<file path="src/rtl/scl_pkg.sv">
package scl_pkg;
  localparam logic [1:0] FMT_420 = 2'd0;
  localparam logic [1:0] FMT_422 = 2'd1;

  typedef enum logic [1:0] {
    ST_IDLE,
    ST_CHECK,
    ST_KICK,
    ST_WAIT
  } calc_st_e;
endpackage

</file>
<file path="src/rtl/scl_chroma_geom.sv">
module scl_chroma_geom
  import scl_pkg::*;
#(
  parameter int DIM_W     = 12,
  parameter int START_W   = 16,
  parameter int FRAC_BITS = 13
) (
  input  logic [DIM_W-1:0]          src_w_i,
  input  logic [DIM_W-1:0]          src_h_i,
  input  logic [DIM_W-1:0]          dst_w_i,
  input  logic [DIM_W-1:0]          dst_h_i,
  input  logic [1:0]                src_fmt_i,
  input  logic [1:0]                dst_fmt_i,
  input  logic [2:0]                siting_i,
  output logic [DIM_W-1:0]          src_cw_o,
  output logic [DIM_W-1:0]          src_ch_o,
  output logic [DIM_W-1:0]          dst_cw_o,
  output logic [DIM_W-1:0]          dst_ch_o,
  output logic signed [START_W-1:0] hstart_o,
  output logic signed [START_W-1:0] vstart_o
);
  localparam logic signed [START_W-1:0] QTR  = START_W'(1 << (FRAC_BITS - 2));
  localparam logic signed [START_W-1:0] HALF = START_W'(1 << (FRAC_BITS - 1));

  logic src_sub_h, src_sub_v, dst_sub_h;

  always_comb begin
    src_sub_h = (src_fmt_i == FMT_420) || (src_fmt_i == FMT_422);
    src_sub_v = (src_fmt_i == FMT_420);
    dst_sub_h = (dst_fmt_i == FMT_422);
    src_cw_o  = src_sub_h ? (src_w_i >> 1) : src_w_i;
    src_ch_o  = src_sub_v ? (src_h_i >> 1) : src_h_i;
    dst_cw_o  = dst_sub_h ? (dst_w_i >> 1) : dst_w_i;
    dst_ch_o  = dst_h_i;
  end

  // siting offsets apply to vertically and horizontally subsampled sources only
  always_comb begin
    vstart_o = '0;
    hstart_o = '0;
    if (src_sub_v) begin
      unique case (siting_i)
        3'd0, 3'd1: vstart_o = -QTR;
        3'd4, 3'd5: vstart_o = -HALF;
        default:    vstart_o = '0;
      endcase
      unique case (siting_i)
        3'd1, 3'd3, 3'd5: hstart_o = -QTR;
        default:          hstart_o = '0;
      endcase
    end
  end
endmodule

</file>
<file path="src/rtl/scl_div_iter.sv">
module scl_div_iter #(
  parameter int NUM_W = 25,
  parameter int DEN_W = 12
) (
  input  logic             clk_i,
  input  logic             rst_ni,
  input  logic             go_i,
  input  logic [NUM_W-1:0] num_i,
  input  logic [DEN_W-1:0] den_i,
  output logic             done_o,
  output logic [NUM_W-1:0] quo_o
);
  localparam int CNT_W = $clog2(NUM_W + 1);

  logic [NUM_W-1:0] q_q;
  logic [DEN_W-1:0] r_q, d_q;
  logic [CNT_W-1:0] cnt_q;
  logic             run_q, done_q;
  logic [DEN_W:0]   r_sh, r_nx;
  logic             ge;

  always_comb begin
    r_sh = {r_q, q_q[NUM_W-1]};
    ge   = r_sh >= {1'b0, d_q};
    r_nx = ge ? (r_sh - {1'b0, d_q}) : r_sh;
  end

  always_ff @(posedge clk_i or negedge rst_ni) begin
    if (!rst_ni) begin
      q_q    <= '0;
      r_q    <= '0;
      d_q    <= '0;
      cnt_q  <= '0;
      run_q  <= 1'b0;
      done_q <= 1'b0;
    end else begin
      done_q <= 1'b0;
      if (go_i) begin
        q_q   <= num_i;
        r_q   <= '0;
        d_q   <= den_i;
        cnt_q <= CNT_W'(NUM_W);
        run_q <= 1'b1;
      end else if (run_q) begin
        q_q   <= {q_q[NUM_W-2:0], ge};
        r_q   <= r_nx[DEN_W-1:0];
        cnt_q <= cnt_q - 1'b1;
        if (cnt_q == CNT_W'(1)) begin
          run_q  <= 1'b0;
          done_q <= 1'b1;
        end
      end
    end
  end

  assign done_o = done_q;
  assign quo_o  = q_q;
endmodule

</file>
<file path="src/rtl/scl_phase_calc.sv">
module scl_phase_calc
  import scl_pkg::*;
#(
  parameter int DIM_W      = 12,
  parameter int INC_W      = 16,
  parameter int START_W    = 16,
  parameter int FRAC_BITS  = 13,
  parameter int PHASE_BITS = 4
) (
  input  logic                      clk_i,
  input  logic                      rst_ni,
  input  logic                      start_i,
  input  logic [DIM_W-1:0]          src_w_i,
  input  logic [DIM_W-1:0]          src_h_i,
  input  logic [DIM_W-1:0]          dst_w_i,
  input  logic [DIM_W-1:0]          dst_h_i,
  input  logic [1:0]                src_fmt_i,
  input  logic [1:0]                dst_fmt_i,
  input  logic [2:0]                siting_i,
  output logic                      busy_o,
  output logic                      valid_o,
  output logic                      err_o,
  output logic [INC_W-1:0]          luma_hinc_o,
  output logic [INC_W-1:0]          luma_vinc_o,
  output logic [INC_W-1:0]          chroma_hinc_o,
  output logic [INC_W-1:0]          chroma_vinc_o,
  output logic signed [START_W-1:0] chroma_hstart_o,
  output logic signed [START_W-1:0] chroma_vstart_o,
  output logic [PHASE_BITS-1:0]     chroma_hphase_o,
  output logic [PHASE_BITS-1:0]     chroma_vphase_o
);
  localparam int NUM_W = DIM_W + FRAC_BITS;
  localparam int NJOBS = 4;
  localparam int JOB_W = $clog2(NJOBS);
  localparam logic [JOB_W-1:0] LAST_JOB = JOB_W'(NJOBS - 1);

  calc_st_e st_q;
  logic [JOB_W-1:0] job_q;
  logic [DIM_W-1:0] sw_q, sh_q, dw_q, dh_q;
  logic [1:0]       sf_q, df_q;
  logic [2:0]       sit_q;
  logic             valid_q, err_q;

  logic [DIM_W-1:0] scw, sch, dcw, dch;
  logic signed [START_W-1:0] hst, vst, hst_q, vst_q;

  logic [DIM_W-1:0] job_src [NJOBS];
  logic [DIM_W-1:0] job_dst [NJOBS];
  logic [NJOBS-1:0] dst_zero;
  logic [INC_W-1:0] res_q [NJOBS];
  logic [INC_W-1:0] out_q [NJOBS];

  logic             div_go, div_done, fin;
  logic [DIM_W-1:0] cur_src, cur_dst;
  logic [NUM_W-1:0] div_num, div_quo;
  logic [INC_W-1:0] quo_sat;

  scl_chroma_geom #(
    .DIM_W    (DIM_W),
    .START_W  (START_W),
    .FRAC_BITS(FRAC_BITS)
  ) i_geom (
    .src_w_i  (sw_q),
    .src_h_i  (sh_q),
    .dst_w_i  (dw_q),
    .dst_h_i  (dh_q),
    .src_fmt_i(sf_q),
    .dst_fmt_i(df_q),
    .siting_i (sit_q),
    .src_cw_o (scw),
    .src_ch_o (sch),
    .dst_cw_o (dcw),
    .dst_ch_o (dch),
    .hstart_o (hst),
    .vstart_o (vst)
  );

  // job order: luma h, luma v, chroma h, chroma v
  assign job_src[0] = sw_q;
  assign job_dst[0] = dw_q;
  assign job_src[1] = sh_q;
  assign job_dst[1] = dh_q;
  assign job_src[2] = scw;
  assign job_dst[2] = dcw;
  assign job_src[3] = sch;
  assign job_dst[3] = dch;

  for (genvar j = 0; j < NJOBS; j++) begin : g_zero
    assign dst_zero[j] = (job_dst[j] == '0);
  end

  assign cur_src = job_src[job_q];
  assign cur_dst = job_dst[job_q];
  assign div_num = {cur_src, {FRAC_BITS{1'b0}}} + NUM_W'(cur_dst >> 1);
  assign div_go  = (st_q == ST_KICK);

  scl_div_iter #(
    .NUM_W(NUM_W),
    .DEN_W(DIM_W)
  ) i_div (
    .clk_i (clk_i),
    .rst_ni(rst_ni),
    .go_i  (div_go),
    .num_i (div_num),
    .den_i (cur_dst),
    .done_o(div_done),
    .quo_o (div_quo)
  );

  // requires NUM_W > INC_W
  assign quo_sat = (|div_quo[NUM_W-1:INC_W]) ? {INC_W{1'b1}} : div_quo[INC_W-1:0];
  assign fin     = (st_q == ST_WAIT) && div_done && (job_q == LAST_JOB);

  always_ff @(posedge clk_i or negedge rst_ni) begin
    if (!rst_ni) begin
      st_q    <= ST_IDLE;
      job_q   <= '0;
      sw_q    <= '0;
      sh_q    <= '0;
      dw_q    <= '0;
      dh_q    <= '0;
      sf_q    <= '0;
      df_q    <= '0;
      sit_q   <= '0;
      valid_q <= 1'b0;
      err_q   <= 1'b0;
    end else begin
      valid_q <= 1'b0;
      unique case (st_q)
        ST_IDLE: begin
          if (start_i) begin
            sw_q  <= src_w_i;
            sh_q  <= src_h_i;
            dw_q  <= dst_w_i;
            dh_q  <= dst_h_i;
            sf_q  <= src_fmt_i;
            df_q  <= dst_fmt_i;
            sit_q <= siting_i;
            err_q <= 1'b0;
            st_q  <= ST_CHECK;
          end
        end
        ST_CHECK: begin
          job_q <= '0;
          if (|dst_zero) begin
            err_q <= 1'b1;
            st_q  <= ST_IDLE;
          end else begin
            st_q <= ST_KICK;
          end
        end
        ST_KICK: st_q <= ST_WAIT;
        ST_WAIT: begin
          if (div_done) begin
            if (job_q == LAST_JOB) begin
              valid_q <= 1'b1;
              st_q    <= ST_IDLE;
            end else begin
              job_q <= job_q + 1'b1;
              st_q  <= ST_KICK;
            end
          end
        end
        default: st_q <= ST_IDLE;
      endcase
    end
  end

  always_ff @(posedge clk_i or negedge rst_ni) begin
    if (!rst_ni) begin
      for (int j = 0; j < NJOBS; j++) res_q[j] <= '0;
    end else if ((st_q == ST_WAIT) && div_done) begin
      for (int j = 0; j < NJOBS; j++)
        if (job_q == JOB_W'(j)) res_q[j] <= quo_sat;
    end
  end

  // all results publish together on completion
  always_ff @(posedge clk_i or negedge rst_ni) begin
    if (!rst_ni) begin
      for (int j = 0; j < NJOBS; j++) out_q[j] <= '0;
      hst_q <= '0;
      vst_q <= '0;
    end else if (fin) begin
      for (int j = 0; j < NJOBS - 1; j++) out_q[j] <= res_q[j];
      out_q[NJOBS-1] <= quo_sat;
      hst_q <= hst;
      vst_q <= vst;
    end
  end

  assign busy_o          = (st_q != ST_IDLE);
  assign valid_o         = valid_q;
  assign err_o           = err_q;
  assign luma_hinc_o     = out_q[0];
  assign luma_vinc_o     = out_q[1];
  assign chroma_hinc_o   = out_q[2];
  assign chroma_vinc_o   = out_q[3];
  assign chroma_hstart_o = hst_q;
  assign chroma_vstart_o = vst_q;
  assign chroma_hphase_o = hst_q[FRAC_BITS-1 -: PHASE_BITS];
  assign chroma_vphase_o = vst_q[FRAC_BITS-1 -: PHASE_BITS];
endmodule

</file>
<file path="config.mk">
export PLATFORM = sky130hd
export DESIGN_NAME = scl_phase_calc
export DESIGN_NICKNAME = d
export VERILOG_FILES = /design/src/rtl/scl_pkg.sv /design/src/rtl/scl_chroma_geom.sv /design/src/rtl/scl_div_iter.sv /design/src/rtl/scl_phase_calc.sv
export SDC_FILE = /design/constraint.sdc
export NUM_CORES = 1
export LEC_CHECK = 0
export BUFFER_PORTS_ARGS = -buffer_cell sky130_fd_sc_hd__buf_4
export CORE_ASPECT_RATIO = 1.1
export CORE_MARGIN = 2
export CORE_UTILIZATION = 25
export CTS_CLUSTER_SIZE = 14
export DETAILED_ROUTE_END_ITERATION = 8
export HOLD_SLACK_MARGIN = 0.08
export SLEW_MARGIN = 40
export SYNTH_ARGS = -nofsm -noshare
export SYNTH_HDL_FRONTEND = slang
export SYNTH_HIERARCHICAL = 1
export SYNTH_SLANG_ARGS = --single-unit
</file>
<file path="constraint.sdc">
create_clock -name clk_i -period 2.9 [get_ports clk_i]
set_clock_uncertainty 0.05 [all_clocks]
set_input_delay 0 -clock clk_i [delete_from_list [all_inputs] [get_ports clk_i]]
set_output_delay 0 -clock clk_i [all_outputs]
set_load 0.05 [all_outputs]
</file>
==> summary.md <==
| Metric | Value |
|---|---|
| Outcome | `complete, no violations` |
| Worst EP required | `3310 ps` |
| Vias in the first global route | `8236` |
| Global route total overflow | `0` |
| Util after Layout | `31.77%` |
| Primary FF master, synth | `dfrtp_1` |
| Final WL | `28880 µm` |
| Initial antenna violation count | `0` |
| RSZ-0062 raised after global routing | `false` |
| Worst R2R Start | `i_div/r_q[5]` |
| WS Path Type | `reg -> reg` |
| Multi-input gate area | `5472 µm²` |
| H-tree lvl count | `1` |
| Post-DRT Antenna Nets | `0` |
| Setup TNS | `0 ps` |
| WHS Path Cells | `3` |
| Cells on worst reg2reg path | `7` |
| Worst-margin pin slew | `748.0 ps` |
| CP startpoint kind | `register` |
| DR vias/cell | `4.303` |
| Largest net degree at the start of global routing | `97` |
| Leak | `0.007556 µW` |
| Post-CTS setup buffer count | `0` |
| Final Instance Area | `15960 µm²` |
| Height of the die | `241.0 µm` |
| Worst-Skew Late Latency | `550 ps` |
| Placed cell area | `14360 µm²` |
| Clk slew on worst S/H paths | `60 ps` |
| Yosys warning count | `6` |
| Rel. slew slack | `50.13%` |
| Pwr/cell area | `910.0 nW/µm²` |
| Initial Util | `25.40%` |
| DP HPWL | `20140 µm` |
| I/O pin count | `165` |
| Fmax achieved | `386.4 MHz` |
| Gpl congestion | `0.8381` |
| Nets | `1281` |
| Layout cell share with drive strength beyond 1 | `35.02%` |
| Mapped Area | `12760 µm²` |
| Endpoint class of the critical path | `register` |
| Final hold violation count | `0` |
| Final setup viols | `0` |
| Number of synthesized flops with an enable pin | `0` |
| Synth top area cells | `dfrtp_1 (51%), mux2_4 (11%), mux2_2 (5.5%)` |
| Die X | `219.4 µm` |
| Root Buffer | `clkbuf_16` |
| Ant. Diodes | `0` |
| DRC | `0` |
| DR WL/cell | `15.32 µm` |
| Num CTS Buffers | `29` |
| Worst min path class | `in -> reg` |
| Slew Limit Fails | `0` |
| Post-synth top area share | `51.18%` |
| Area growth, synth to finish | `25.08%` |
| Resize count post-CTS | `0` |
| First-pass GRT wire length | `46740 µm` |
| Iter 0 DRT Violations | `485` |
| Sequential-to-total area share from yosys stat | `51.18%` |
| Max_cap viols | `0` |
| FF-to-FF setup slack | `310 ps` |
| Peak VDD IR | `0.0005083 V` |
| Die ar. | `52870 µm²` |
| Hold Startpoint | `src_w_i[7]` |
| CTS sink count | `261` |
| Clk buf depth | `3` |
| Hold slack | `153.7 ps` |
| Final period utilization | `89.24%` |
| Std cell rows | `86` |
| Hold endpoint | `sw_q[7]` |
| Placeable Area | `50250 µm²` |
| IO Port Bufs | `164` |
| DRT Pass-1 Iters | `4` |
| Yosys top cell by area | `dfrtp_1` |
| Sequential Area | `6534 µm²` |
| WP data arrival | `3000 ps` |
| Tot GR Track Use | `11.09%` |
| Pwr Total | `14530 µW` |
| Via count | `8112` |
| Async set-reset flop share out of synthesis | `100.0%` |
| Synth Area per Inst | `12.56 µm²` |
| Synth unique cells | `65` |
| Fill cell count | `4973` |
| Minimum clock period after layout | `2588 ps` |
| FF-to-FF End | `i_div/r_q[1]` |
| Cells after Synth | `1016` |
| Crit path max fanout | `7` |
| #FFs+latches synth | `261` |
| CTS tree | `yes` |
==> power breakdown <==
group | total (µW) | leakage (µW) | internal, µW | switching [µW]
logic | 5150 | 0.00366 | 2690 | 2460
registers | 5530 | 0.00341 | 4640 | 899
clock network | 3850 | 0.000490 | 2380 | 1470
total | 14500 | 0.00756 | 9700 | 4820
==> worst max-delay path, cell delays in order (launching register included) <==
cell and delay, ps:
dfrtp_1 400, ha_1 390, a21o_1 230, a2111o_1 450
nand3_2 110, nor2b_1 260, mux2_2 370, a211oi_1 230
==> registers in the layout (all words and copies together) (netlist names), 16 cells and up <==
name / count
i_div/quo_o: 25
luma_vinc_o: 16
chroma_vstart_o: 16
chroma_hstart_o: 16
chroma_vinc_o: 16
chroma_hinc_o: 16
res_q: 48
luma_hinc_o: 16
==> cell usage in the layout (no fill, tap or decap), types with 24 or more instances in the layout <==
cell	n
mux2i_1	27
conb_1	24
o21ai_0	99
mux4_2	24
buf_4	176
mux2_4	95
clkbuf_16	29
mux2_2	62
nor2_1	32
dlygate4sd3_1	58
dfrtp_1	259
nand2_1	115
==> area by class of cell <==
class | instances | area share, %
clock buffer | 41 | 5.079
clock inverter | 11 | 1.152
inverter | 24 | 0.5800
multi-input combinational | 647 | 34.28
sequential | 261 | 40.93
tap | 660 | 5.173
timing repair buffer | 241 | 12.81
==> Yosys cell counts, types with 3 or more instances <==
| master | count |
|---|---|
| nand2_1 | 115 |
| nor2_1 | 33 |
| nor3_1 | 5 |
| clkbuf_1 | 23 |
| nor4_1 | 15 |
| a21o_1 | 4 |
| nand2b_1 | 6 |
| and3_1 | 3 |
| buf_1 | 7 |
| xnor2_1 | 8 |
| nor2_2 | 4 |
| buf_4 | 52 |
| ha_1 | 18 |
| mux2_4 | 95 |
| mux4_2 | 24 |
| a211oi_1 | 10 |
| buf_12 | 4 |
| mux2_1 | 15 |
| a21oi_1 | 10 |
| buf_2 | 8 |
| dfrtp_1 | 261 |
| mux2_2 | 62 |
| o21ai_0 | 99 |
| mux2i_1 | 27 |
| buf_6 | 12 |
| nor2b_1 | 7 |
| o21a_1 | 3 |
| o21ai_1 | 9 |
| nor3b_1 | 4 |
| nand3_1 | 6 |
| inv_1 | 23 |
==> logic make-up (layout without fill, tap and decap cells) <==
family	after synthesis	count (layout)	synth area share [%]
xor+xnor	10	10	0.6863
simple gates	213	213	7.863
mux	223	223	24.32
buf+inv	130	317	6.667
other cells	2	24	0.05885
compound gates	158	158	7.304
flops	261	261	51.18
fa+ha+maj	19	19	1.922
==> per-layer routing <==
metal | share of wire (%) | up-vias | GRT usage, %
li1 | - | 3893 | -
met2 | 46 | 180 | 17.62
met1 | 48 | 4013 | 15.72
met5 | 0 | - | 0
met3 | 3.9 | 26 | 1.638
met4 | 1.9 | 0 | 2.989
==> through the flow <==
step                setup slack (ps)  cells
global route                   204.0   1885
global placement               371.7   1774
floorplan                      467.2   1038
CTS                            303.5   1883
detailed placement             301.2   1774
finish                         312.0   1885
==> how the worst max path moves through the flow <==
stage / startpoint / to / slack (ps) / cells past startpoint
CTS: i_div/r_q[5] / i_div/r_q[1] / 300 / 7
floorplan: i_div/r_q[5] / i_div/r_q[0] / 470 / 8
global placement: i_div/r_q[5] / i_div/r_q[1] / 370 / 7
global route: i_div/quo_o[24] / i_div/r_q[10] / 200 / 9
finish: i_div/r_q[5] / i_div/r_q[1] / 310 / 7
detailed placement: i_div/r_q[5] / i_div/r_q[1] / 300 / 7
==> timing repair <==
item	4_1_cts	5_1_grt
endpoints found under the setup margin	0	0
hold buffers	57	1
hold endpoints to repair	251	37
Note: power is estimated with default switching activity, not from simulation.
